**src/rtl/trg_pkg.sv**
```systemverilog
package trg_pkg;
  // Enabled-source positions inside the selection mask
  localparam int SRC_PRIM  = 0;
  localparam int SRC_SEC   = 1;
  localparam int SRC_COINC = 2;
  localparam int SRC_EXTA  = 3;
  localparam int SRC_EXTB  = 4;
  localparam int N_SRC     = 5;

  // Positions of the synchronised input events
  localparam int IN_PRIM   = 0;
  localparam int IN_SEC    = 1;
  localparam int IN_EXTA   = 2;
  localparam int IN_EXTB   = 3;
  localparam int IN_PULSER = 4;
  localparam int IN_CLR    = 5;
  localparam int IN_COINC  = 6;
  localparam int N_IN      = 7;
endpackage

```
**src/rtl/trg_edge_sync.sv**
```systemverilog
module trg_edge_sync #(
  parameter int STAGES = 2
) (
  input  logic clk,
  input  logic rst_n,
  input  logic d_i,
  output logic pulse_o
);
  logic [STAGES-1:0] sh_q, sh_d;
  logic              prev_q, lvl;

  always_comb begin
    sh_d = {sh_q[STAGES-2:0], d_i};
  end

  assign lvl     = sh_q[STAGES-1];
  assign pulse_o = lvl & ~prev_q;

  always_ff @(posedge clk or negedge rst_n) begin
    if (!rst_n) begin
      sh_q   <= '0;
      prev_q <= 1'b0;
    end else begin
      sh_q   <= sh_d;
      prev_q <= lvl;
    end
  end

  // an edge event never lasts beyond one cycle
  p_edge_single_r1: assert property (@(posedge clk) disable iff (!rst_n)
    pulse_o |=> !pulse_o);
endmodule

```
**src/rtl/trg_downscale.sv**
```systemverilog
module trg_downscale #(
  parameter int DIV_W = 16
) (
  input  logic             clk,
  input  logic             rst_n,
  input  logic             pulse_i,
  input  logic [DIV_W-1:0] factor_i,
  output logic             pass_o
);
  logic [DIV_W-1:0] cnt_q, cnt_d;
  logic             last;

  always_comb begin
    last   = (factor_i <= DIV_W'(1)) || (cnt_q >= factor_i - DIV_W'(1));
    pass_o = pulse_i & last;
    cnt_d  = cnt_q;
    if (pulse_i) cnt_d = last ? '0 : cnt_q + DIV_W'(1);
  end

  always_ff @(posedge clk or negedge rst_n) begin
    if (!rst_n)       cnt_q <= '0;
    else if (pulse_i) cnt_q <= cnt_d;
  end

  // the count only moves on an input event
  p_idle_hold_r2: assert property (@(posedge clk) disable iff (!rst_n)
    !pulse_i |=> $stable(cnt_q));
endmodule

```
**src/rtl/trg_fastclr.sv**
```systemverilog
module trg_fastclr #(
  parameter int WIN_W = 12
) (
  input  logic             clk,
  input  logic             rst_n,
  input  logic             arm_i,
  input  logic             live_i,
  input  logic [WIN_W-1:0] win_i,
  output logic             fc_o
);
  logic             armed_q, armed_d, fc_q, fc_d;
  logic [WIN_W-1:0] cnt_q, cnt_d, win_eff;

  assign win_eff = (win_i == '0) ? WIN_W'(1) : win_i;

  always_comb begin
    armed_d = armed_q;
    cnt_d   = cnt_q;
    fc_d    = 1'b0;
    if (armed_q) begin
      if (live_i) begin
        armed_d = 1'b0;
      end else if (cnt_q == WIN_W'(1)) begin
        fc_d    = 1'b1;
        armed_d = 1'b0;
      end else begin
        cnt_d = cnt_q - WIN_W'(1);
      end
    end
    if (arm_i) begin
      armed_d = 1'b1;
      cnt_d   = win_eff;
    end
  end

  always_ff @(posedge clk or negedge rst_n) begin
    if (!rst_n) begin
      armed_q <= 1'b0;
      cnt_q   <= '0;
      fc_q    <= 1'b0;
    end else begin
      armed_q <= armed_d;
      cnt_q   <= cnt_d;
      fc_q    <= fc_d;
    end
  end

  assign fc_o = fc_q;

  // a fast clear is one cycle wide and only closes an open window
  p_fc_single_r9: assert property (@(posedge clk) disable iff (!rst_n)
    fc_q |=> !fc_q);
  p_fc_armed_r9: assert property (@(posedge clk) disable iff (!rst_n)
    fc_q |-> $past(armed_q));
endmodule

```
**src/rtl/trg_select_busy.sv**
```systemverilog
module trg_select_busy
  import trg_pkg::*;
#(
  parameter int SYNC_STAGES = 2,
  parameter int DIV_W       = 16,
  parameter int WIN_W       = 12
) (
  input  logic             clk,
  input  logic             rst_n,
  input  logic             src_prim_i,
  input  logic             src_sec_i,
  input  logic             src_ext_a_i,
  input  logic             src_ext_b_i,
  input  logic             pulser_i,
  input  logic             clr_busy_i,
  input  logic             run_en_i,
  input  logic [4:0]       src_mask_i,
  input  logic [DIV_W-1:0] prim_div_i,
  input  logic [DIV_W-1:0] sec_div_i,
  input  logic [WIN_W-1:0] fc_win_i,
  output logic             raw_trig_o,
  output logic             live_trig_o,
  output logic             busy_o,
  output logic             pulser_raw_o,
  output logic             pulser_live_o,
  output logic             fast_clr_o
);
  logic [N_IN-1:0]  in_vec, ev;
  logic [1:0]       ds_in, ds_out;
  logic [DIV_W-1:0] ds_fac [2];
  logic [N_SRC-1:0] src_ev;
  logic raw_d, live_d, busy_d, pl_d;
  logic raw_q, live_q, busy_q, pr_q, pl_q;

  always_comb begin
    in_vec            = '0;
    in_vec[IN_PRIM]   = src_prim_i;
    in_vec[IN_SEC]    = src_sec_i;
    in_vec[IN_EXTA]   = src_ext_a_i;
    in_vec[IN_EXTB]   = src_ext_b_i;
    in_vec[IN_PULSER] = pulser_i;
    in_vec[IN_CLR]    = clr_busy_i;
    in_vec[IN_COINC]  = src_prim_i & src_sec_i;
  end

  for (genvar i = 0; i < N_IN; i++) begin : g_sync
    trg_edge_sync #(.STAGES(SYNC_STAGES)) u_sync (
      .clk    (clk),
      .rst_n  (rst_n),
      .d_i    (in_vec[i]),
      .pulse_o(ev[i])
    );
  end

  assign ds_in     = {ev[IN_SEC], ev[IN_PRIM]};
  assign ds_fac[0] = prim_div_i;
  assign ds_fac[1] = sec_div_i;

  for (genvar j = 0; j < 2; j++) begin : g_div
    trg_downscale #(.DIV_W(DIV_W)) u_div (
      .clk     (clk),
      .rst_n   (rst_n),
      .pulse_i (ds_in[j]),
      .factor_i(ds_fac[j]),
      .pass_o  (ds_out[j])
    );
  end

  always_comb begin
    src_ev            = '0;
    src_ev[SRC_PRIM]  = ds_out[0];
    src_ev[SRC_SEC]   = ds_out[1];
    src_ev[SRC_COINC] = ev[IN_COINC];
    src_ev[SRC_EXTA]  = ev[IN_EXTA];
    src_ev[SRC_EXTB]  = ev[IN_EXTB];
  end

  always_comb begin
    raw_d  = |(src_ev & src_mask_i);
    live_d = raw_d & ~busy_q & run_en_i;
    pl_d   = ev[IN_PULSER] & ~busy_q & run_en_i;
    busy_d = busy_q;
    if (ev[IN_CLR]) busy_d = 1'b0;
    if (raw_d)      busy_d = 1'b1;
  end

  always_ff @(posedge clk or negedge rst_n) begin
    if (!rst_n) begin
      raw_q  <= 1'b0;
      live_q <= 1'b0;
      busy_q <= 1'b0;
      pr_q   <= 1'b0;
      pl_q   <= 1'b0;
    end else begin
      raw_q  <= raw_d;
      live_q <= live_d;
      busy_q <= busy_d;
      pr_q   <= ev[IN_PULSER];
      pl_q   <= pl_d;
    end
  end

  trg_fastclr #(.WIN_W(WIN_W)) u_fc (
    .clk   (clk),
    .rst_n (rst_n),
    .arm_i (ev[IN_PRIM] & run_en_i),
    .live_i(live_q),
    .win_i (fc_win_i),
    .fc_o  (fast_clr_o)
  );

  assign raw_trig_o    = raw_q;
  assign live_trig_o   = live_q;
  assign busy_o        = busy_q;
  assign pulser_raw_o  = pr_q;
  assign pulser_live_o = pl_q;

  // a live trigger is always accompanied by a raw trigger
  p_live_in_raw_r7: assert property (@(posedge clk) disable iff (!rst_n)
    live_q |-> raw_q);
  // after a live trigger busy blocks the very next cycle
  p_live_spaced_r7: assert property (@(posedge clk) disable iff (!rst_n)
    live_q |=> !live_q);
  // a raw trigger always leaves busy set
  p_raw_sets_busy_r6: assert property (@(posedge clk) disable iff (!rst_n)
    raw_q |-> busy_q);
  // busy only rises together with a raw trigger
  p_busy_rise_r6: assert property (@(posedge clk) disable iff (!rst_n)
    $rose(busy_q) |-> raw_q);
  // the vetoed pulser is a subset of the free-running copy
  p_pulser_veto_r8: assert property (@(posedge clk) disable iff (!rst_n)
    pulser_live_o |-> pulser_raw_o);
endmodule

```
**config.mk**
```make
export PLATFORM = sky130hd
export DESIGN_NAME = trg_select_busy
export DESIGN_NICKNAME = d
export VERILOG_FILES = /design/src/rtl/trg_pkg.sv /design/src/rtl/trg_edge_sync.sv /design/src/rtl/trg_downscale.sv /design/src/rtl/trg_fastclr.sv /design/src/rtl/trg_select_busy.sv
export SDC_FILE = /design/constraint.sdc
export NUM_CORES = 1
export LEC_CHECK = 0
export BUFFER_PORTS_ARGS = -buffer_cell sky130_fd_sc_hd__buf_2
export CAP_MARGIN = 20
export CORE_UTILIZATION = 50
export CTS_CLUSTER_SIZE = 16
export DETAILED_ROUTE_END_ITERATION = 16
export GPL_ROUTABILITY_DRIVEN = 0
export PLACE_DENSITY = 0.79
export REMOVE_ABC_BUFFERS = 1
export SETUP_SLACK_MARGIN = 0.4
export SLEW_MARGIN = 15
export SYNTH_ARGS = -nofsm -noshare
export SYNTH_HDL_FRONTEND = slang
export SYNTH_SLANG_ARGS = --single-unit
export TNS_END_PERCENT = 50
```
**constraint.sdc**
```tcl
create_clock -name clk -period 2.2 [get_ports clk]
set_input_delay 0.11 -clock clk [delete_from_list [all_inputs] [get_ports clk]]
set_output_delay 0.11 -clock clk [all_outputs]
set_load 0.02 [all_outputs]
```
==> flow_metrics.env <==
export IMPL_drv_cap=0
export IMPL_drc_errors=0
export IMPL_end_kind="flip-flop"
export IMPL_firstDrtPassIters=4
export IMPL_switchingPower_w=0.001959
export IMPL_drt_iter0_drc=138
export IMPL_grt_pass1_vias=3936
export IMPL_async_flop_share=1.000
export IMPL_antenna_cells=0
export IMPL_clkSinkCount=72
export IMPL_h_tree_depth=3
export IMPL_netlist_area_sq_um=4379
export IMPL_routed_wl_um=11050
export IMPL_synth_seq_cells=72
export IMPL_core_area_sq_um=8341
export IMPL_timing_rr_start="g_div[0].u_div.cnt_q[5]$_DFFE_PN0P_"
export IMPL_fillers=531
export IMPL_numCtsBuffers=9
export IMPL_fin_skew_ns=0.008620
export IMPL_r2r_setup_slack_ns=0.01
export IMPL_yosysTopAreaCell="dfrtp_1"
export IMPL_hold_class="in2reg"
export IMPL_power_density_nw_per_um2=837.6
export IMPL_root_buffer="clkbuf_8"
export IMPL_ir_drop_v=0.0005261
export IMPL_die_w_um=95.59
export IMPL_ys_types=51
export IMPL_layout_drive_gt1_share=0.3535
export IMPL_cp_endpoint="live_trig_o$_DFF_PN0_"
export IMPL_antenna_found_initial=0
export IMPL_boundaryPins=64
export IMPL_cp_arrival_ns=3.02
export IMPL_status="complete, but fails checks"
export IMPL_grt_max_degree=45
export IMPL_crit_type="in2reg"
export IMPL_wl_per_cell_um=15.81
export IMPL_finish_instance_area_sq_um=5953
export IMPL_finalPower_w=0.004986
export IMPL_rows=33
export IMPL_clock_latency_ns=0.35
export IMPL_cts_tree="yes"
export IMPL_initial_core_util=0.5251
export IMPL_setup_viol=33
export IMPL_nets=687
export IMPL_violations="negative setup slack"
export IMPL_cp_max_fo=3
export IMPL_ff2ff_path_depth=8
export IMPL_critPathLaunch="prim_div_i[6]"
export IMPL_grt_pass1_wl_um=17090
export IMPL_fmax_mhz=357.3
export IMPL_antenna_left=0
export IMPL_dieArea_sq_um=9136
export IMPL_synth_edf_count=0
export IMPL_synth_area_leaders="dfrtp_1 41%, ha_1 11%, xor2_1 6.8%"
export IMPL_tns_ns=-11.06
export IMPL_holdWs_ns=0.01106
export IMPL_slew_headroom=0.5411
export IMPL_start_kind="input pin"
export IMPL_seq_power_share=0.415
export IMPL_clk_path_buf_depth=2
export IMPL_reg2reg_to="live_trig_o$_DFF_PN0_"
export IMPL_overflow=0
export IMPL_worst_slack_ns=-0.5985
export IMPL_post_route_period_util=1.272
export IMPL_leakagePower_nw=2.689
export IMPL_die_height_um=95.59
export IMPL_power_internal_w=0.003027
export IMPL_avgViaCountPerCell=5.601
export IMPL_rsz0062_at_grt="yes"
export IMPL_p_clk_frac=0.204
export IMPL_clk_pin_slew_ns=0.09
export IMPL_worstMarginPinSlew_ns=0.6884
export IMPL_track_usage=0.2438
export IMPL_finalMaxSlewViolations=0
export IMPL_swShare=0.3929
export IMPL_combPwrFrac=0.381
export IMPL_synthToLayoutAreaGrowth_pct=35.94
export IMPL_syn_avg_cell_area_sq_um=9.775
export IMPL_hold_violations=0
export IMPL_portBuffers=63
export IMPL_synth_seq_area_share=0.4114
export IMPL_ys_warn_count=0
export IMPL_syn_instance_count=448
export IMPL_period_needed_ns=2.799
export IMPL_place_area_sq_um=5288
export IMPL_synth_top_cell_area_share=0.4114
export IMPL_cp_required_ns=2.42
export IMPL_dpl_hpwl_um=7589
export IMPL_num_vias=3915
export IMPL_ys_flop_type="dfrtp_1"
routing by layer:
layer	part of all wire	GRT usage	up-vias	wire, um
met5	0	0	-	0
met4	0.016	0.1057	0	178
met3	0.043	0.04545	16	475
met2	0.52	0.4321	107	5746
met1	0.42	0.2869	1914	4650
li1	-	-	1878	-
synth_stat cells, drive strengths merged, types with 4 or more instances:
| cell | n |
|---|---|
| dfrtp | 72 |
| xnor2 | 26 |
| nand4 | 13 |
| xor2 | 34 |
| a21oi | 27 |
| ha | 40 |
| o21ai | 10 |
| inv | 11 |
| and3 | 9 |
| nand2b | 8 |
| or3 | 4 |
| or4 | 4 |
| nand2 | 35 |
| nor4 | 5 |
| nand3 | 24 |
| nor2b | 10 |
| nor3 | 20 |
| nor2 | 56 |
worst min path at each step:
| stage | startpoint | endpoint | slack (ns) | cells past startpoint |
|---|---|---|---|---|
| finish | fc_win_i[0] | u_fc.cnt_q[0]$_DFFE_PN0P_ | 0.01 | 3 |
| global route | fc_win_i[0] | u_fc.cnt_q[0]$_DFFE_PN0P_ | 0.02 | 3 |
| detailed placement | rst_n | u_fc.cnt_q[7]$_DFFE_PN0P_ | 0.19 | 1 |
| global placement | rst_n | u_fc.cnt_q[7]$_DFFE_PN0P_ | 0.17 | 1 |
| floorplan | rst_n | busy_o$_DFFE_PN0P_ | -0.19 | 0 |
| CTS | fc_win_i[1] | u_fc.cnt_q[1]$_DFFE_PN0P_ | 0.00009 | 2 |
kinds of logic (layout without fill, tap and decap cells):
| family | count (synthesis) | after routing | synth area share |
|---|---|---|---|
| AOI/OAI and AO/OA | 56 | 56 | 0.08286 |
| DFF | 72 | 72 | 0.4114 |
| buffers and inverters | 17 | 163 | 0.01886 |
| adders and majority gates | 40 | 40 | 0.1143 |
| and+or+nand+nor | 200 | 200 | 0.2451 |
| xor gates and xnor gates | 60 | 60 | 0.1200 |
| muxes | 3 | 3 | 0.007428 |
timing repair:
action                     CTS  global route
setup endpoints to repair   46            47
buffers inserted             1             1
hold buffers                 7             1
resized for setup           48            39
pin swaps                   44            50
cloned                       0             1
hold endpoints to repair    35             1
layout make-up:
class	instances	area (sq um)	share of cell area
clock buffer	9	123.9	0.02081
clock inverter	7	70.07	0.01177
inverter	11	41.29	0.006936
multi-input combinational	359	2810	0.4720
sequential	72	1803	0.3029
tap	105	131.4	0.02207
timing repair buffer	136	973.4	0.1635
state kept, by name (all words and copies together), names as in the netlist:
name and cells:
u_fc.fc_o 1, pulser_raw_o 1, pulser_live_o 1, raw_trig_o 1, live_trig_o 1, g_sync.u_sync.prev_q 7, busy_o 1, g_sync.u_sync.sh_q 14
u_fc.cnt_q 12, g_div.u_div.cnt_q 32, u_fc.armed_q 1
cells in the final DEF (no fill, tap or decap), drive strengths merged, types with 2 or more instances in the layout:
master,count
nand4b,2
xnor2,26
o21ai,10
clkbuf,10
a21oi,27
dfrtp,72
mux2,2
or4,4
and3,9
a21o,2
xor2,34
o211ai,2
or3,4
buf,127
o31a,3
nand2,35
nand3,24
ha,40
and2,3
dlygate4sd3,8
inv,16
a22o,2
nor2,56
nor3,20
nand2b,8
nor2b,10
a31oi,3
nand4,13
nor4,5
and3b,2
worst max-delay path, stage by stage:
cell and delay (ns):
buf_6 0.09, or3_4 0.40, nor3_4 0.17, nand2_2 0.08
or4_4 0.45, nor3_4 0.14, xnor2_1 0.14, ha_1 0.29
nand4_1 0.14, nor3_2 0.07, a221oi_2 0.26, nand4_2 0.20
buf_4 0.19, a31oi_4 0.17, a21oi_1 0.11
stage by stage:
| stage | worst slack (ns) | util | cells |
|---|---|---|---|
| after global placement | -0.8148 | 0.6340 | 672 |
| after global routing | -0.6817 | 0.7138 | 699 |
| after detailed placement | -1.006 | 0.6340 | 672 |
| after floorplan | -0.6339 | - | 442 |
| after CTS | -0.4997 | 0.6926 | 696 |
| final | -0.5985 | 0.7138 | 699 |
power by group through the flow:
| stage | combinational (W) | clock [W] | sequential (W) |
|---|---|---|---|
| 2_1_floorplan | 0.000965 | 0 | 0.00197 |
| 3_3_place_gp | 0.00137 | 0 | 0.00204 |
| 3_5_place_dp | 0.00148 | 0 | 0.00205 |
| 4_1_cts | 0.00166 | 0.00103 | 0.00203 |
| 5_1_grt | 0.00209 | 0.00109 | 0.00211 |
| 6_report | 0.00190 | 0.00102 | 0.00207 |
Note: power is estimated with default switching activity, not from simulation.
